**src/rtl/sdram_gap_pkg.sv**
```systemverilog
package sdram_gap_pkg;
  localparam logic [2:0] CMD_NOP = 3'd0;
  localparam logic [2:0] CMD_ACT = 3'd1;
  localparam logic [2:0] CMD_LMR = 3'd2;
  localparam logic [2:0] CMD_SRX = 3'd3;

  localparam int NUM_GAPS = 3;
  localparam int GAP_RRD  = 0;
  localparam int GAP_MRD  = 1;
  localparam int GAP_XSR  = 2;

  localparam logic [1:0] ADDR_RRD  = 2'd0;
  localparam logic [1:0] ADDR_MRD  = 2'd1;
  localparam logic [1:0] ADDR_XSR  = 2'd2;
endpackage

```
**src/rtl/sdram_gap_counter.sv**
```systemverilog
module sdram_gap_counter #(
  parameter int CNT_W = 5
) (
  input  logic             clk_i,
  input  logic             rst_ni,
  input  logic             load_i,
  input  logic [CNT_W-1:0] load_val_i,
  output logic             busy_o
);
  logic [CNT_W-1:0] cnt_q;

  always_ff @(posedge clk_i or negedge rst_ni) begin
    if (!rst_ni)             cnt_q <= '0;
    else if (load_i)         cnt_q <= load_val_i;
    else if (cnt_q != '0)    cnt_q <= cnt_q - 1'b1;
  end

  assign busy_o = (cnt_q != '0);
endmodule

```
**src/rtl/sdram_gap_regs.sv**
```systemverilog
module sdram_gap_regs
  import sdram_gap_pkg::*;
#(
  parameter int DATA_W = 32,
  parameter int RRD_W  = 4,
  parameter int MRD_W  = 4,
  parameter int XSR_W  = 5
) (
  input  logic              clk_i,
  input  logic              rst_ni,
  input  logic              req_i,
  input  logic              we_i,
  input  logic [1:0]        addr_i,
  input  logic [DATA_W-1:0] wdata_i,
  output logic [DATA_W-1:0] rdata_o,
  output logic              ack_o,
  output logic [RRD_W-1:0]  rrd_o,
  output logic [MRD_W-1:0]  mrd_o,
  output logic [XSR_W-1:0]  xsr_o
);
  logic [RRD_W-1:0]  rrd_q;
  logic [MRD_W-1:0]  mrd_q;
  logic [XSR_W-1:0]  xsr_q;
  logic [DATA_W-1:0] rd_sel;
  logic [DATA_W-1:0] rdata_q;
  logic              ack_q;
  logic              wr;

  assign wr = req_i & we_i;

  always_ff @(posedge clk_i or negedge rst_ni) begin
    if (!rst_ni) begin
      rrd_q <= '1;
      mrd_q <= '1;
      xsr_q <= '1;
    end else if (wr) begin
      case (addr_i)
        ADDR_RRD: rrd_q <= wdata_i[RRD_W-1:0];
        ADDR_MRD: mrd_q <= wdata_i[MRD_W-1:0];
        ADDR_XSR: xsr_q <= wdata_i[XSR_W-1:0];
        default:  ;
      endcase
    end
  end

  always_comb begin
    rd_sel = '0;
    case (addr_i)
      ADDR_RRD: rd_sel[RRD_W-1:0] = rrd_q;
      ADDR_MRD: rd_sel[MRD_W-1:0] = mrd_q;
      ADDR_XSR: rd_sel[XSR_W-1:0] = xsr_q;
      default:  rd_sel = '0;
    endcase
  end

  // one wait state: acknowledge and read data registered
  always_ff @(posedge clk_i or negedge rst_ni) begin
    if (!rst_ni) begin
      ack_q   <= 1'b0;
      rdata_q <= '0;
    end else begin
      ack_q   <= req_i;
      rdata_q <= (req_i && !we_i) ? rd_sel : '0;
    end
  end

  assign ack_o   = ack_q;
  assign rdata_o = rdata_q;
  assign rrd_o   = rrd_q;
  assign mrd_o   = mrd_q;
  assign xsr_o   = xsr_q;
endmodule

```
**src/rtl/sdram_cmd_gap_timer.sv**
```systemverilog
module sdram_cmd_gap_timer
  import sdram_gap_pkg::*;
#(
  parameter int DATA_W = 32,
  parameter int RRD_W  = 4,
  parameter int MRD_W  = 4,
  parameter int XSR_W  = 5
) (
  input  logic              clk_i,
  input  logic              rst_ni,
  input  logic              reg_req_i,
  input  logic              reg_we_i,
  input  logic [1:0]        reg_addr_i,
  input  logic [DATA_W-1:0] reg_wdata_i,
  output logic [DATA_W-1:0] reg_rdata_o,
  output logic              reg_ack_o,
  input  logic [2:0]        cmd_i,
  input  logic [1:0]        cmd_cs_i,
  output logic              act_ok_o
);
  localparam int MAX_RM = (RRD_W > MRD_W) ? RRD_W : MRD_W;
  localparam int CNT_W  = (MAX_RM > XSR_W) ? MAX_RM : XSR_W;

  logic [RRD_W-1:0] cfg_rrd;
  logic [MRD_W-1:0] cfg_mrd;
  logic [XSR_W-1:0] cfg_xsr;

  logic [NUM_GAPS-1:0]            trig;
  logic [NUM_GAPS-1:0]            busy;
  logic [NUM_GAPS-1:0][CNT_W-1:0] load_val;

  // timing is shared across chip selects
  logic cs_unused;
  assign cs_unused = ^cmd_cs_i;

  sdram_gap_regs #(
    .DATA_W(DATA_W), .RRD_W(RRD_W), .MRD_W(MRD_W), .XSR_W(XSR_W)
  ) u_regs (
    .clk_i   (clk_i),
    .rst_ni  (rst_ni),
    .req_i   (reg_req_i),
    .we_i    (reg_we_i),
    .addr_i  (reg_addr_i),
    .wdata_i (reg_wdata_i),
    .rdata_o (reg_rdata_o),
    .ack_o   (reg_ack_o),
    .rrd_o   (cfg_rrd),
    .mrd_o   (cfg_mrd),
    .xsr_o   (cfg_xsr)
  );

  assign trig[GAP_RRD] = (cmd_i == CMD_ACT);
  assign trig[GAP_MRD] = (cmd_i == CMD_LMR);
  assign trig[GAP_XSR] = (cmd_i == CMD_SRX);

  // code n -> n+1 cycle gap: load n, grant once counter returns to zero
  assign load_val[GAP_RRD] = CNT_W'(cfg_rrd);
  assign load_val[GAP_MRD] = CNT_W'(cfg_mrd);
  assign load_val[GAP_XSR] = CNT_W'(cfg_xsr);

  for (genvar g = 0; g < NUM_GAPS; g++) begin : g_gap
    sdram_gap_counter #(.CNT_W(CNT_W)) u_cnt (
      .clk_i      (clk_i),
      .rst_ni     (rst_ni),
      .load_i     (trig[g]),
      .load_val_i (load_val[g]),
      .busy_o     (busy[g])
    );
  end

  assign act_ok_o = ~|busy;
endmodule

```
**config.mk**
```make
export PLATFORM = sky130hd
export DESIGN_NAME = sdram_cmd_gap_timer
export DESIGN_NICKNAME = d
export VERILOG_FILES = /design/src/rtl/sdram_gap_pkg.sv /design/src/rtl/sdram_gap_counter.sv /design/src/rtl/sdram_gap_regs.sv /design/src/rtl/sdram_cmd_gap_timer.sv
export SDC_FILE = /design/constraint.sdc
export NUM_CORES = 1
export LEC_CHECK = 0
export BUFFER_PORTS_ARGS = -buffer_cell sky130_fd_sc_hd__buf_4
export CAP_MARGIN = 10
export CELL_PAD_IN_SITES_DETAIL_PLACEMENT = 1
export CELL_PAD_IN_SITES_GLOBAL_PLACEMENT = 1
export CORE_ASPECT_RATIO = 0.6
export CORE_MARGIN = 2
export CORE_UTILIZATION = 39
export DETAILED_ROUTE_END_ITERATION = 16
export PLACE_DENSITY = 0.82
export REMOVE_ABC_BUFFERS = 1
export SLEW_MARGIN = 10
export SYNTH_ARGS = -nofsm -noshare
export SYNTH_HDL_FRONTEND = slang
export SYNTH_HIERARCHICAL = 1
export SYNTH_SLANG_ARGS = --single-unit
```
**constraint.sdc**
```tcl
create_clock -name clk_i -period 3 [get_ports clk_i]
set_clock_uncertainty 0.2 [all_clocks]
set_input_delay 0.45 -clock clk_i [delete_from_list [all_inputs] [get_ports clk_i]]
set_output_delay 0.45 -clock clk_i [all_outputs]
set_load 0.01 [all_outputs]
```
==> results_dict.tcl, run 1 <==
set metrics [dict create \
    worstSetupPathType "flip-flop to output pin" \
    synth_compound_area_share_pct 8.21 \
    htree_levels 2 \
    die-area_sq_mm 0.00552 \
    diodes 0 \
    syn-cell-area_sq_mm 0.00192 \
    end_kind "output pin" \
    static-leakage-power_nw 0.946 \
    synth-simple-area-share_pct 14.3 \
    viasPerCell 4.67 \
    hp-class "primary input to flip-flop" \
    peakVddDrop_v 0.000383 \
    dpl.hpwl_microns 2880 \
    synthCells 172 \
    crit-reg2reg-launch "g_gap[2].u_cnt/cnt_q[0]$_DFFE_PN0P_" \
    hold_viol 0 \
    crit_chain "inv_1, ha_1, nor4b_4, inv_1, nor3_1, buf_4" \
    cp_max_fo 5 \
    coreArea_sq_mm 0.00466 \
    syn_avg_cell_area_sq_um 11.2 \
    ys_ff_latch 34 \
    ys_types 26 \
    grt_pass1_wl_microns 6170 \
    first_pass_iters 4 \
    fmax_ghz 0.410 \
    setup_viol 0 \
    drt_first_iter_violations 34 \
    synth_xor_area_share_pct 4.11 \
    start_util_pct 41.2 \
    drv_cap 0 \
    die_width_microns 94.6 \
    synth_fa_ha_area_share_pct 1.96 \
    portBuffers 20 \
    ioPinCount 77 \
    cts_sinks 34 \
    synth_ff_type "dfrtp_1" \
    tritoncts "built" \
    synthTopCellsByCount "28 x buf_4, 21 x dfrtp_1, 14 x nand2_1, 13 x dfstp_2" \
    cts_setup_buffers 0 \
    crit_top_cell "inv_1" \
    cts.clk_slew.worst_paths_ns 0.07 \
    drc 0 \
    slew_violations 0 \
    overflow 0 \
    whs_endpoint "u_regs/ack_o$_DFF_PN0_" \
    wl_per_cell_microns 14.5 \
    rows 19 \
    grt_max_degree 35 \
    layout-drive-gt1-share_pct 32.3 \
    rrSetupSlack_ns 1.15 \
    tns_ns 0 \
    synth_area_leaders "dfrtp_1 27%, dfstp_2 18%, buf_4 11%" \
    cp-start-kind "flip-flop" \
    reg2regPathDepth 5 \
    rsz0062_at_grt "no" \
    ctsHoldBuffers 1 \
    async_flop_share_pct 100 \
    arrival_ns 1.79 \
    area_growth_pct 11.5 \
    cts_buffers 5 \
    synth_top_family_by_area "simple AND/OR/NAND/NOR gates" \
    synth_top_area_cell "dfrtp_1" \
    yosysWarnings 6 \
    synth_mux_area_share_pct 11.7 \
    antenna_found_initial 0 \
    slowest_stage "nor4b_4" \
    finalCriticalPeriod_ns 2.44 \
    wl_microns 3790 \
    power_density_mw_per_mm2 790 \
    status "completed" \
    root_buffer "clkbuf_8" \
    fin_crit_sh_pct 81.4 \
    finalCoreUtilization_pct 45.9 \
    die_h_microns 58.3 \
    holdCritStartpoint "reg_req_i" \
    grt_usage_pct 15.2 \
    gp_congestion 0.755 \
    seq_area_frac_synth_pct 45.2 \
    layout.nets 243 \
    ant_nets 0 \
    hold_path_depth 1 \
    fillCellCount 537 \
    worstSkewPairLatency_ns 0.29 \
    synth-edff-count 0 \
    reg2reg_to "g_gap[2].u_cnt/cnt_q[1]$_DFFE_PN0P_" \
    yosys.area.top_type_share_pct 27.4 \
    vias 1219 \
    cts-resized-gates 0 \
    yosysMostFrequentCell "buf_4" \
    worst_ep_required_time_ns 2.35 \
    cts.path.max_buffers 2 \
    grt_pass1_vias 1240 \
    slowest_delay_ns 0.42 \
]
critical path, delay by kind of cell, from the launching register on:
family | cells | cell delay [ns]
adders and majority gates | 1 | 0.23
buffers and inverters | 3 | 0.33
DFF | 1 | 0.38
and+or+nand+nor | 2 | 0.57
per-stage QoR:
step	power [W]	instances	setup WS [ns]	hold slack (ns)	instance area, sq um
finish	0.00169	261	0.559	0.125	2140
global route	0.00183	261	0.315	0.116	2140
CTS	0.00171	261	0.510	0.116	2140
detailed placement	0.00136	252	0.834	0.228	2040
global placement	0.00132	252	0.871	0.225	2040
floorplan	0.00120	167	1.02	-0.0456	1790
worst max path at each step:
stage / from / end / slack, ns / cells after the start
floorplan: g_gap[1].u_cnt/cnt_q[0]$_DFFE_PN0P_ / act_ok_o / 1.02 / 5
global placement: g_gap[2].u_cnt/cnt_q[0]$_DFFE_PN0P_ / act_ok_o / 0.87 / 6
detailed placement: g_gap[2].u_cnt/cnt_q[0]$_DFFE_PN0P_ / act_ok_o / 0.83 / 6
CTS: g_gap[2].u_cnt/cnt_q[0]$_DFFE_PN0P_ / act_ok_o / 0.51 / 6
global route: g_gap[2].u_cnt/cnt_q[0]$_DFFE_PN0P_ / act_ok_o / 0.32 / 6
finish: g_gap[2].u_cnt/cnt_q[0]$_DFFE_PN0P_ / act_ok_o / 0.56 / 6
placed cells by master (no fill, tap or decap):
master,count
inv_1,12
mux2i_1,3
dfstp_2,13
nand4b_4,1
nand3_1,1
nor3_2,1
nor3b_1,2
nor2_1,1
clkbuf_1,1
buf_4,22
nor2b_1,5
nor4b_4,3
o31ai_1,9
clkbuf_8,6
conb_1,29
dlygate4sd3_1,1
nand2_1,14
and3b_2,1
dfrtp_1,21
xnor2_1,9
mux2_2,12
mux2_4,4
nor3_1,4
a211oi_1,8
nand2b_1,5
clkinv_2,1
ha_1,3
o21ai_0,6
report_power, final:
group / leakage, nW / internal, W / switching [W]
Combinational: 0.497 / 0.000307 / 0.000264
Clock: 0.0482 / 0.000185 / 0.000165
Sequential: 0.401 / 0.000633 / 0.000137
Total: 0.946 / 0.00112 / 0.000565
cell families (layout without fill, tap and decap cells):
logic type | count (synthesis) | after routing
AOI/OAI and AO/OA | 23 | 23
xor gates and xnor gates | 9 | 9
adders and majority gates | 3 | 3
buffers and inverters | 44 | 43
DFF | 34 | 34
muxes | 19 | 19
other | 2 | 29
and+or+nand+nor | 38 | 38
metal layers:
metal,up-vias,routed length [microns],GRT usage (%)
met5,-,0,0
met4,0,46,5.59
met3,4,162,4.74
met2,22,1640,21.6
met1,620,1940,21.8
li1,573,-,-
final cells by class:
cell class                 instances  area [sq um]  area share, %
tap                               63          78.8           3.68
clock inverter                     1          5.00          0.234
sequential                        34           867           40.5
multi-input combinational        121           882           41.2
inverter                          12          45.0           2.11
clock buffer                       7          86.3           4.04
timing repair buffer              23           175           8.19
registers in the layout (all words and copies together) (netlist names):
name and cells:
u_regs/xsr_o 5, u_regs/mrd_o 4, g_gap.u_cnt/cnt_q 15, u_regs/ack_o 1, u_regs/rdata_o 5, u_regs/rrd_o 4
Power figures use the tool's default switching activity.
==> run 2: changes to the inputs <==
--- a/config.mk
+++ b/config.mk
@@ -5,15 +5,16 @@
 export SDC_FILE = /design/constraint.sdc
 export NUM_CORES = 1
 export LEC_CHECK = 0
+export ABC_AREA = 1
 export BUFFER_PORTS_ARGS = -buffer_cell sky130_fd_sc_hd__buf_4
 export CAP_MARGIN = 10
 export CELL_PAD_IN_SITES_DETAIL_PLACEMENT = 1
 export CELL_PAD_IN_SITES_GLOBAL_PLACEMENT = 1
 export CORE_ASPECT_RATIO = 0.6
 export CORE_MARGIN = 2
-export CORE_UTILIZATION = 39
+export CORE_UTILIZATION = 31
 export DETAILED_ROUTE_END_ITERATION = 16
-export PLACE_DENSITY = 0.82
+export PLACE_DENSITY = 0.72
 export REMOVE_ABC_BUFFERS = 1
 export SLEW_MARGIN = 10
 export SYNTH_ARGS = -nofsm -noshare
==> constraint.sdc (replaced) <==
create_clock -name clk_i -period 2.2 [get_ports clk_i]
set_clock_uncertainty 0.2 [all_clocks]
set_input_delay 0.33 -clock clk_i [delete_from_list [all_inputs] [get_ports clk_i]]
set_output_delay 0.33 -clock clk_i [all_outputs]
set_load 0.01 [all_outputs]
==> run 2 against run 1 <==
- final area is 7.4% higher
- global-route usage is 1.3 points lower
- non-clock buffer count is 1 higher
- largest cell class unchanged
- area after synthesis is 4.0% higher
- critical path type unchanged
- power is 45% higher
==> results_dict.tcl, run 2 <==
set metrics [dict create \
    root_buffer "clkbuf_8" \
    relSlewSlack_pct 60.4 \
    drv_cap 0 \
    multiInputGateArea_sq_um 916 \
    hold_viol 0 \
    pre_cts_ws_ns 0.368 \
    die-area_sq_mm 0.00712 \
    vias 1519 \
    first_pass_iters 4 \
    drc 0 \
    wl_per_cell_microns 12.3 \
    ant_nets 0 \
    grt_max_degree 35 \
    synthCells 242 \
    status "completed" \
    peakVddDrop_v 0.000344 \
    cp_max_fo 4 \
    fillCellCount 774 \
    cts_sinks 34 \
    die_width_microns 108 \
    gp_congestion 0.736 \
    syn-cell-area_sq_mm 0.00200 \
    synth_mux_area_share_pct 0 \
    ff_latch_area_sq_um 867 \
    power_density_mw_per_mm2 1070 \
    layout.nets 318 \
    start_util_pct 32.4 \
    static-leakage-power_nw 1.19 \
    synth_top_area_cell "dfrtp_1" \
    synth-edff-count 0 \
    end_kind "output pin" \
    ys_types 23 \
    synth_fa_ha_area_share_pct 1.88 \
    die_h_microns 66.2 \
    worst_ep_required_time_ns 1.67 \
    drt_first_iter_violations 61 \
    coreArea_sq_mm 0.00617 \
    finalWorstSetupSlack_ns 0.161 \
    viasPerCell 4.25 \
    hp-class "primary input to flip-flop" \
    ys_ff_latch 34 \
    synth_top_family_by_area "simple AND/OR/NAND/NOR gates" \
    arrival_ns 1.51 \
    worstSetupPathType "flip-flop to output pin" \
    cts.clk_slew.worst_paths_ns 0.07 \
    ioPinCount 77 \
    cts.path.max_buffers 2 \
    top_register "g_gap.u_cnt/cnt_q" \
    layout-drive-gt1-share_pct 24.9 \
    tns_ns 0 \
    async_flop_share_pct 100 \
    cp-start-kind "flip-flop" \
    grt_pass1_wl_microns 7400 \
    final_cell_mix "70 x nand2_1, 29 x conb_1, 27 x inv_1" \
    worst_slew_pin_slew_ns 0.592 \
    tritoncts "built" \
    design_area_sq_mm 0.00230 \
    rows 22 \
    cts_buffers 5 \
    finalCriticalPeriod_ns 2.04 \
    grt_usage_pct 13.9 \
    synth-simple-area-share_pct 29.0 \
    synth_compound_area_share_pct 7.52 \
    slew_violations 0 \
    seq_area_frac_synth_pct 43.4 \
    fin_crit_sh_pct 92.7 \
    synthTopCellsByCount "70 x nand2_1, 28 x buf_4, 27 x inv_1, 21 x dfrtp_1, 16 x nand3_1" \
    largest_reg_flops 15 \
    syn_avg_cell_area_sq_um 8.25 \
    area_growth_pct 15.2 \
    dpl.hpwl_microns 3420 \
    overflow 0 \
    instances_no_fill 357 \
    layout_commonest_cell "nand2_1" \
    synth_xor_area_share_pct 1.32 \
    synth_area_leaders "dfrtp_1 26%, dfstp_2 17%, nand2_1 13%" \
    dp.cells 347 \
    synth_ff_type "dfrtp_1" \
    portBuffers 20 \
    antenna_found_initial 0 \
    htree_levels 2 \
    grt_pass1_vias 1544 \
    worstSkewPairLatency_ns 0.29 \
    setup_viol 0 \
    rsz0062_at_grt "no" \
    yosysWarnings 6 \
    diodes 0 \
    yosysMostFrequentCell "nand2_1" \
    wl_microns 4390 \
    dpl_cell_area_sq_mm 0.00216 \
    yosys.area.top_type_share_pct 26.3 \
    fmax_ghz 0.490 \
]
[run 2: changes by cell type after synthesis, sizes merged, moves of 6 or more]
cell	delta
nor2	+12
a211oi	-8
mux2	-16
xnor2	-6
inv	+19
nand3	+18
nand2	+60
o21ai	+21
o31ai	-9
[run 2: worst max-delay path, cell delays in order, from the launching register on]
cell and delay, ns:
dfrtp_1 0.38, inv_1 0.16, ha_4 0.19, nand3_2 0.10, inv_1 0.08, nand2_1 0.09, nor2_1 0.10, buf_4 0.13
[run 2: kinds of logic after synthesis]
logic type      after synthesis
compound gates               27
other cells                   2
fa+ha+maj                     3
flops                        34
xor+xnor                      3
simple gates                114
buf+inv                      59
[run 2: final timing paths]
kind | from | endpoint | slack [ns] | cells after the start
hold reg to reg | u_regs/xsr_o[4]$_DFFE_PN1P_ | u_regs/xsr_o[4]$_DFFE_PN1P_ | 0.29 | 2
max in group asynchronous | rst_ni | u_regs/mrd_o[1]$_DFFE_PN1P_ | 1.13 | 2
setup / recovery | g_gap[0].u_cnt/cnt_q[0]$_DFFE_PN0P_ | act_ok_o | 0.16 | 7
setup reg to reg | g_gap[2].u_cnt/cnt_q[0]$_DFFE_PN0P_ | g_gap[2].u_cnt/cnt_q[3]$_DFFE_PN0P_ | 0.75 | 7
min in group asynchronous | rst_ni | g_gap[2].u_cnt/cnt_q[4]$_DFFE_PN0P_ | 0.33 | 2
hold / removal | reg_wdata_i[4] | u_regs/xsr_o[4]$_DFFE_PN1P_ | 0.09 | 3
[run 2: where the power goes]
part | switching (W) | total [W] | internal, W
clock | 0.000228 | 0.000566 | 0.000339
sequential | 0.000153 | 0.000993 | 0.000841
combinational | 0.000516 | 0.000888 | 0.000373
total | 0.000896 | 0.00245 | 0.00155
[run 2: per-stage QoR]
step	power, W	util, %	hold WS (ns)
after floorplan	0.00163	-	-0.166
after global placement	0.00182	35.0	0.107
after detailed placement	0.00187	35.0	0.114
after CTS	0.00245	37.0	0.0866
after global routing	0.00269	37.3	0.121
final	0.00245	37.3	0.0906
[run 2: area by class of cell]
| type | count | share of cell area, % |
|---|---|---|
| clock buffer | 7 | 3.32 |
| sequential | 34 | 37.7 |
| tap | 84 | 4.57 |
| inverter | 31 | 5.17 |
| multi-input combinational | 176 | 39.8 |
| clock inverter | 1 | 1.31 |
| timing repair buffer | 24 | 8.06 |
[run 2: metal layers]
layer	part of all wire, %	GRT usage (%)	vias up	wire length, microns
li1	-	-	765	-
met1	52	19.4	722	2300
met2	42	20.7	27	1850
met3	4.3	3.74	5	189
met4	1.3	4.81	0	55
met5	0	0	-	0
[run 2: repair_timing]
item / CTS / global route
gates resized for setup: 0 / 3
setup buffers: 0 / 0
hold endpoints to repair: 22 / 0
setup endpoints to repair: 0 / 1
hold buffers: 2 / 0
